===== config.mk =====
export PLATFORM = sky130hd
export DESIGN_NAME = proc_state_ctrl
export DESIGN_NICKNAME = d
export VERILOG_FILES = /design/src/rtl/proc_state_pkg.sv /design/src/rtl/psc_req_norm.sv /design/src/rtl/psc_next_state.sv /design/src/rtl/psc_out_decode.sv /design/src/rtl/proc_state_ctrl.sv
export SDC_FILE = /design/constraint.sdc
export NUM_CORES = 1
export LEC_CHECK = 0
export BUFFER_PORTS_ARGS = -buffer_cell sky130_fd_sc_hd__buf_4
export CORE_AREA = 2 2 39 41
export CTS_CLUSTER_SIZE = 12
export DETAILED_ROUTE_END_ITERATION = 10
export DIE_AREA = 0 0 41 43
export PLACE_DENSITY = 0.77
export REMOVE_ABC_BUFFERS = 1
export SLEW_MARGIN = 20
export SYNTH_ARGS = -nofsm -noshare
export SYNTH_HDL_FRONTEND = slang
export SYNTH_SLANG_ARGS = --single-unit
export TNS_END_PERCENT = 50

===== constraint.sdc =====
create_clock -name clk -period 3.1 [get_ports clk]
set_input_delay 0.465 -clock clk [delete_from_list [all_inputs] [get_ports clk]]
set_output_delay 0.465 -clock clk [all_outputs]
set_load 0.01 [all_outputs]

===== src/rtl/proc_state_pkg.sv =====
package proc_state_pkg;

    localparam int NUM_STATES = 8;
    localparam int STATE_W    = $clog2(NUM_STATES);

    // Encoding value equals the one-hot bit position on state_oh.
    typedef enum logic [STATE_W-1:0] {
        ST_HW_STBY = 3'd0,
        ST_POR     = 3'd1,
        ST_MRST    = 3'd2,
        ST_EXC     = 3'd3,
        ST_PROG    = 3'd4,
        ST_BUSREL  = 3'd5,
        ST_SLEEP   = 3'd6,
        ST_SW_STBY = 3'd7
    } pstate_e;

    // Requests normalised to active-high.
    typedef struct packed {
        logic hw_stby;
        logic pwr_rst;
        logic man_rst;
        logic irq;
        logic bus;
        logic sleep;
        logic stby_sel;
        logic exc_end;
    } req_t;

    function automatic logic forces_priv(pstate_e s);
        return (s == ST_POR) || (s == ST_MRST) || (s == ST_EXC);
    endfunction

    function automatic logic is_clk_off(pstate_e s);
        return (s == ST_SW_STBY) || (s == ST_HW_STBY);
    endfunction

    function automatic logic can_release_bus(pstate_e s);
        return (s == ST_PROG) || (s == ST_EXC) || (s == ST_SLEEP);
    endfunction

endpackage


===== src/rtl/psc_req_norm.sv =====
module psc_req_norm
    import proc_state_pkg::*;
(
    input  logic pwr_rst_n,
    input  logic man_rst_n,
    input  logic hw_stby_n,
    input  logic bus_req,
    input  logic irq,
    input  logic sleep_ins,
    input  logic stby_sel,
    input  logic exc_end,
    output req_t req
);
    always_comb begin
        req.hw_stby  = ~hw_stby_n;
        req.pwr_rst  = ~pwr_rst_n;
        req.man_rst  = ~man_rst_n;
        req.irq      = irq;
        req.bus      = bus_req;
        req.sleep    = sleep_ins;
        req.stby_sel = stby_sel;
        req.exc_end  = exc_end;
    end
endmodule


===== src/rtl/psc_next_state.sv =====
module psc_next_state
    import proc_state_pkg::*;
(
    input  pstate_e cur,
    input  pstate_e ret,
    input  req_t    req,
    output pstate_e nxt,
    output logic    save_ret
);
    always_comb begin
        nxt      = cur;
        save_ret = 1'b0;
        if (req.hw_stby) begin
            nxt = ST_HW_STBY;
        end else if (req.pwr_rst) begin
            nxt = ST_POR;
        end else if (cur == ST_HW_STBY) begin
            nxt = ST_HW_STBY;
        end else if (req.man_rst) begin
            nxt = ST_MRST;
        end else begin
            unique case (cur)
                ST_POR, ST_MRST: nxt = ST_EXC;
                ST_EXC: begin
                    if (req.bus) begin
                        nxt      = ST_BUSREL;
                        save_ret = 1'b1;
                    end else if (req.exc_end) begin
                        nxt = ST_PROG;
                    end
                end
                ST_PROG: begin
                    if (req.irq) begin
                        nxt = ST_EXC;
                    end else if (req.bus) begin
                        nxt      = ST_BUSREL;
                        save_ret = 1'b1;
                    end else if (req.sleep) begin
                        nxt = req.stby_sel ? ST_SW_STBY : ST_SLEEP;
                    end
                end
                ST_SLEEP: begin
                    if (req.irq) begin
                        nxt = ST_EXC;
                    end else if (req.bus) begin
                        nxt      = ST_BUSREL;
                        save_ret = 1'b1;
                    end
                end
                ST_SW_STBY: begin
                    if (req.irq) nxt = ST_EXC;
                end
                ST_BUSREL: begin
                    if (!req.bus) nxt = ret;
                end
                default: nxt = cur;
            endcase
        end
    end
endmodule


===== src/rtl/psc_out_decode.sv =====
module psc_out_decode
    import proc_state_pkg::*;
#(
    parameter int N = NUM_STATES
) (
    input  pstate_e        cur,
    output logic [N-1:0]   state_oh,
    output logic           bus_ack,
    output logic           clk_stop
);
    localparam int SW = $clog2(N);

    for (genvar i = 0; i < N; i++) begin : g_oh
        assign state_oh[i] = (cur == pstate_e'(SW'(i)));
    end

    assign bus_ack  = (cur == ST_BUSREL);
    assign clk_stop = is_clk_off(cur);
endmodule


===== src/rtl/proc_state_ctrl.sv =====
module proc_state_ctrl
    import proc_state_pkg::*;
(
    input  logic                  clk,
    input  logic                  rst,
    input  logic                  pwr_rst_n,
    input  logic                  man_rst_n,
    input  logic                  hw_stby_n,
    input  logic                  bus_req,
    input  logic                  irq,
    input  logic                  sleep_ins,
    input  logic                  stby_sel,
    input  logic                  exc_end,
    output logic [NUM_STATES-1:0] state_oh,
    output logic                  priv_mode,
    output logic                  bus_ack,
    output logic                  clk_stop
);
    req_t    req;
    pstate_e cur_q, ret_q, nxt;
    logic    save_ret;
    logic    mode_q;

    psc_req_norm u_norm (
        .pwr_rst_n (pwr_rst_n),
        .man_rst_n (man_rst_n),
        .hw_stby_n (hw_stby_n),
        .bus_req   (bus_req),
        .irq       (irq),
        .sleep_ins (sleep_ins),
        .stby_sel  (stby_sel),
        .exc_end   (exc_end),
        .req       (req)
    );

    psc_next_state u_nxt (
        .cur      (cur_q),
        .ret      (ret_q),
        .req      (req),
        .nxt      (nxt),
        .save_ret (save_ret)
    );

    always_ff @(posedge clk) begin
        if (rst) begin
            cur_q  <= ST_POR;
            ret_q  <= ST_PROG;
            mode_q <= 1'b1;
        end else begin
            cur_q <= nxt;
            if (save_ret) ret_q <= cur_q;
            if (forces_priv(nxt))
                mode_q <= 1'b1;
            else if (cur_q == ST_EXC && nxt == ST_PROG)
                mode_q <= 1'b0;
        end
    end

    psc_out_decode #(.N(NUM_STATES)) u_dec (
        .cur      (cur_q),
        .state_oh (state_oh),
        .bus_ack  (bus_ack),
        .clk_stop (clk_stop)
    );

    assign priv_mode = mode_q;


    hw_stby_force_chk: assert property (@(posedge clk) disable iff (rst)
        !hw_stby_n |=> state_oh[0]);


    por_force_chk: assert property (@(posedge clk) disable iff (rst)
        (hw_stby_n && !pwr_rst_n) |=> state_oh[1]);


    hw_stby_hold_chk: assert property (@(posedge clk) disable iff (rst)
        (state_oh[0] && hw_stby_n && pwr_rst_n) |=> state_oh[0]);


    bus_return_chk: assert property (@(posedge clk) disable iff (rst)
        (bus_ack && !bus_req && hw_stby_n && pwr_rst_n && man_rst_n)
        |=> (cur_q == $past(ret_q)));


    mode_clear_chk: assert property (@(posedge clk) disable iff (rst)
        (state_oh[4] && $past(state_oh[3])) |-> !priv_mode);


    mode_set_chk: assert property (@(posedge clk) disable iff (rst)
        (state_oh[1] || state_oh[2] || state_oh[3]) |-> priv_mode);


    sleep_clk_chk: assert property (@(posedge clk) disable iff (rst)
        state_oh[6] |-> !clk_stop);


    onehot_chk: assert property (@(posedge clk) disable iff (rst)
        $countones(state_oh) == 1);

endmodule


==> After elaboration in Yosys (flattened, before gate mapping) <==
Index checks and enable logic that the tools add are counted.
{ "word_totals": {"reg_bits": 7, "in_bits": 10, "output_inout_bits": 11, "elab_cells": 44} }
{ "op_classes": {"eq_ne": 11, "n_mux": 22, "reduce_logical": 8} }
{ "op_table": {"columns": ["operator", "count"], "rows": [
  ["$mux W3", 13],
  ["$pmux W3 S6", 1],
  ["$eq A3 B3 Y1 const B", 5],
  ["$eq A3 B2 Y1 const B", 4],
  ["$mux W1", 7],
  ["$eq A3 B1 Y1 const B", 2],
  ["$reduce_or A2 Y1", 3],
  ["$logic_not A3 Y1", 1],
  ["$logic_or A1 B1 Y1", 3],
  ["$pmux W1 S2", 1],
  ["$logic_and A1 B1 Y1", 1]
]} }

==> Depth between registers and ports, before layout <==
{ "depth": {"depth_word": 13, "depth_mapped": 8, "depth_no_buf": 7} }

==> Hierarchy <==
A second synthesis with hierarchy kept.
{ "unflattened": {"cells_unflattened": 74, "area_unflattened_um2": 636.9} }
{ "modules_own_cells": {"columns": ["mod", "instances", "cells_each", "area_each_um2", "seq_area_each_um2"], "rows": [
  ["psc_next_state", 1, 34, 252.7, 0.0],
  ["proc_state_ctrl", 1, 21, 250.2, 140.1],
  ["psc_out_decode", 1, 11, 85.1, 0.0],
  ["psc_req_norm", 1, 8, 48.8, 0.0]
]} }

==> Least setup slack after synthesis <==
OpenSTA, ideal clock, no wires.
{ "synth_timing": {"path_kind": "input-to-reg", "start": "input port bus_req", "end": "register mode_q (netlist: priv_mode)", "setup_time_ns": 0.144, "arrival_time_ns": 1.521, "required_time_ns": 2.956, "slack_ns": 1.435, "cell_stages": 6, "n_path_buf": 1, "path_cell_list": "buf_4 or3_4 o2111ai_2 nand3_1 nor4_2 o221ai_1"} }
{ "synth_between": {"elab_chain_len": 11, "word_cells_on_any_way": 19, "cone_classes": "eq/ne: 4; mux: 11; reduce/logical: 4"} }
{ "synth_rtl": {"columns": ["item", "line", "text"], "rows": [
  ["start: declaration", "proc_state_ctrl.sv:9", "input logic bus_req,"],
  ["$mux W3 (on tied branches)", "psc_next_state.sv:45, psc_next_state.sv:35", null],
  ["$mux W3 (on tied branches)", "psc_next_state.sv:43, psc_next_state.sv:33", null],
  ["$pmux W3 S6 *", "psc_next_state.sv:22", "unique case (cur)"],
  ["$mux W3 *", "psc_next_state.sv:19", "end else if (req.man_rst) begin"],
  ["$mux W3 *", "psc_next_state.sv:17", "end else if (cur == ST_HW_STBY) begin"],
  ["$mux W3 *", "psc_next_state.sv:15", "end else if (req.pwr_rst) begin"],
  ["$mux W3 *", "psc_next_state.sv:13", "if (req.hw_stby) begin"],
  ["$eq A3 B1 Y1 or $eq A3 B2 Y1 (tied branches)", "proc_state_pkg.sv:31", "return (s == ST_POR) || (s == ST_MRST) || (s == ST_EXC);"],
  ["$logic_or A1 B1 Y1 (2 in series)", "proc_state_pkg.sv:31", null],
  ["$reduce_or A2 Y1 (no line)", null, null],
  ["end signal: assignment", "proc_state_ctrl.sv:48", "mode_q <= 1'b1;"],
  ["end signal: assignment", "proc_state_ctrl.sv:53", "mode_q <= 1'b1;"],
  ["end signal: assignment", "proc_state_ctrl.sv:55", "mode_q <= 1'b0;"],
  ["end: declaration", "proc_state_ctrl.sv:22", "logic mode_q;"]
]} }
Mark *: on every way between the ends. The rest lies on a longest branch, timed or not.
A chain may end at the register's enable or synchronous reset.

==> Worst setup path after layout <==
{ "layout_timing": {"start": "register cur_q[2]", "end": "output port clk_stop"} }
{ "layout_between": {"elab_chain_len": 2, "word_cells_on_any_way": 3, "cone_classes": "eq/ne: 1; reduce/logical: 2"} }
{ "layout_rtl": {"columns": ["item", "line", "text"], "rows": [
  ["start: declaration", "proc_state_ctrl.sv:20", "pstate_e cur_q, ret_q, nxt;"],
  ["start signal: assignment", "proc_state_ctrl.sv:50", "cur_q <= nxt;"],
  ["$eq A3 B3 Y1 or $logic_not A3 Y1 (tied branches)", "proc_state_pkg.sv:35", "return (s == ST_SW_STBY) || (s == ST_HW_STBY);"],
  ["$logic_or A1 B1 Y1 *", "proc_state_pkg.sv:35", null],
  ["end: declaration", "proc_state_ctrl.sv:17", "output logic clk_stop"]
]} }
Marked as above.

==> results.txt <==
WL/cell -> 13.66 um
Cell Pwr Density -> 302.2 nW/um2
Die height -> 43 um
Grt ovf -> 0
Footprint of the multi-input gates -> 391.6 um2
Peak supply drop -> 0.2055 mV
Cell taking the most area after synthesis -> dfxtp_1
Drt total wl -> 1516 um
Unrepaired setup endpoints after global routing -> false
Largest net degree at the start of global routing -> 16
Rows -> 14
Sequential area share after synthesis -> 0.2333
Skew-Pair Late Insertion Delay -> 0.25 ns
Synth Flop Type -> dfxtp_1
Critical Path AT -> 1.48 ns
Fraction of layout cells with a size suffix above 1 -> 0.3789
Initial antenna violation count -> 0
Slew headroom -> 0.6875
Pre-antenna DRT Iters -> 4
Core Util, Final -> 0.5452
Flop pwr share -> 0.423
Async SR Flop Fraction -> 0
Worst-Margin Slew -> 0.4681 ns
Final number of setup-violating endpoints -> 0
Clock Pin Slew Worst Setup and Hold Paths -> 0.05 ns
Final ANT Viol Nets -> 0
Yosys warnings -> 0
CTS tree -> done
Total power -> 228.0 uW
Maximum Capacitance Violations -> 0
Fin crit period -> 1.942 ns
Clock network power share -> 0.357
DRC viols -> 0
Area Growth Syn to Fin -> 25.63%
DR vias/cell -> 5.703
Die Span X -> 41 um
Initial Util -> 0.4340
Req. time, crit path -> 2.63 ns
Vias in the first global route -> 580
Register bit total from synthesis -> 7
FMAX -> 515.0 MHz
TritonCTS buffer count -> 3
Max FO, Critical Path -> 15
H-tree Lvls -> 1
I/O Pins -> 21
Net switching power -> 62.82 uW
Root buffer cell -> clkbuf_4
Synthesized area -> 600.6 um2
Count of unique library cells instantiated by Yosys -> 37
Fill count -> 140
Pre-CTS setup slack -> 1.292 ns
Cells after Synth -> 76
Status -> finished clean
Comb pwr share -> 0.220
CTS Sinks -> 7
Max Slew Vio Count -> 0
Worst Setup End Kind -> primary output
Yosys top cell area share -> 0.2333
Iteration-0 DRC Markers -> 18
Register Area -> 140.1 um2
Synth top area cells -> dfxtp_1 23%, mux2i_1 5.0%, nor2_1 4.4%, nand3_1 4.2%, buf_6 3.8%
Setup TNS -> 0 ns
GRT Overall Usage -> 0.2054
CTS resizes -> 0
# Post-CTS Setup Buffers -> 0
P_leak -> 0.0003226 uW
Crit share post-route -> 0.6264
IO Port Bufs -> 20
Final net count -> 106
Post-synth EDFFs -> 0
DP HPWL -> 1149 um
Antenna cell count -> 0
DR vias -> 633
CTS max path bufs -> 2
Routability congestion estimate -> 0.7881
Worst Setup Path Type -> reg2out
Sw Share -> 0.2755
Internal -> 165.2 uW
Core Box Area -> 1384 um2
Die footprint -> 1763 um2
Final hold viol count -> 0
Hold Crit Class -> in2reg
PnR worst setup slack -> 1.158 ns
Worst Skew -> 0.003244 ns
First-pass GRT wire length -> 2470 um
Syn Area/Cell -> 7.902 um2
CP startpoint kind -> register
Hold buffer count at CTS -> 0
## stage by stage
step,std cells,instance area [um2],hold WS (ns)
finish,111,754.5,0.4181
global route,111,754.5,0.4087
CTS,111,754.5,0.4055
detailed placement,107,728.2,0.4798
global placement,107,728.2,0.4575
floorplan,71,558.0,0.4411
## Yosys cell counts, drive strengths merged (2+ instances only)
library cell,number
o21bai,2
or3,2
nand2,4
dfxtp,7
nor2b,2
nor2,7
buf,5
o22ai,2
nand3,5
and3,2
and2,2
a21oi,3
nor3,3
o21ai,2
mux2i,3
nand2b,4
inv,7
## state kept, by name, summed over array words and instances (netlist names)
register   flops
priv_mode      1
ret_q          3
cur_q          3
## logic make-up (layout without fill, tap and decap cells)
| logic type | count (synthesis) | in the layout | share of synthesized area |
|---|---|---|---|
| buffers and inverters | 12 | 31 | 0.1146 |
| muxes | 3 | 3 | 0.05000 |
| and+or+nand+nor | 38 | 38 | 0.3854 |
| AOI/OAI and AO/OA | 16 | 16 | 0.2167 |
| DFF | 7 | 7 | 0.2333 |
## critical path: stages, from the launching register on
cell and delay, ns:
dfxtp_1 0.45, or3_2 0.57, nand2b_1 0.09, buf_4 0.11
## layout make-up
type                            count  share of cell area
Sequential cell                     7              0.1857
Inverter                            7             0.03483
Clock buffer                        4             0.03483
Multi-Input combinational cell     57              0.5191
Tap cell                           16             0.02653
Timing Repair Buffer               20              0.1990
## cells in the final DEF, fill, tap and decap left out, types with 2 or more instances in the layout
cell type / instances
buf_4: 20
nor2_1: 7
dfxtp_1: 7
inv_1: 5
nand3_1: 5
nand2_1: 4
nor3_1: 3
nand2b_1: 3
mux2i_1: 3
clkbuf_4: 3
inv_2: 2
and3_2: 2
and2_1: 2
o22ai_1: 2
a21oi_2: 2
o21bai_1: 2
nor2b_1: 2
o21ai_0: 2
## layer usage
| metal | global-route usage | up-vias | share of wire | routed length [um] |
|---|---|---|---|---|
| li1 | - | 312 | - | - |
| met1 | 0.2662 | 280 | 0.41 | 621 |
| met2 | 0.2813 | 35 | 0.47 | 706 |
| met3 | 0.02618 | 6 | 0.095 | 144 |
| met4 | 0.1800 | 0 | 0.028 | 43 |
| met5 | 0 | - | 0 | 0 |
## power by group through the flow
stage,combinational (uW),clock [uW],sequential (uW)
finish,50.3,81.4,96.4
global route,55.2,91.4,96.9
CTS,49.9,86.7,96.2
detailed placement,49.6,0,98.0
global placement,49.1,0,97.9
floorplan,26.5,0,96.8
## final timing paths
path                  from         to  slack, ns  cells past startpoint
setup / recovery  cur_q[2]   clk_stop       1.16                      3
hold / removal         rst   ret_q[0]       0.42                      2
setup reg to reg  cur_q[1]  priv_mode       1.32                      7
hold reg to reg   ret_q[2]   ret_q[2]       0.49                      2
Note: power is estimated with default switching activity, not from simulation.
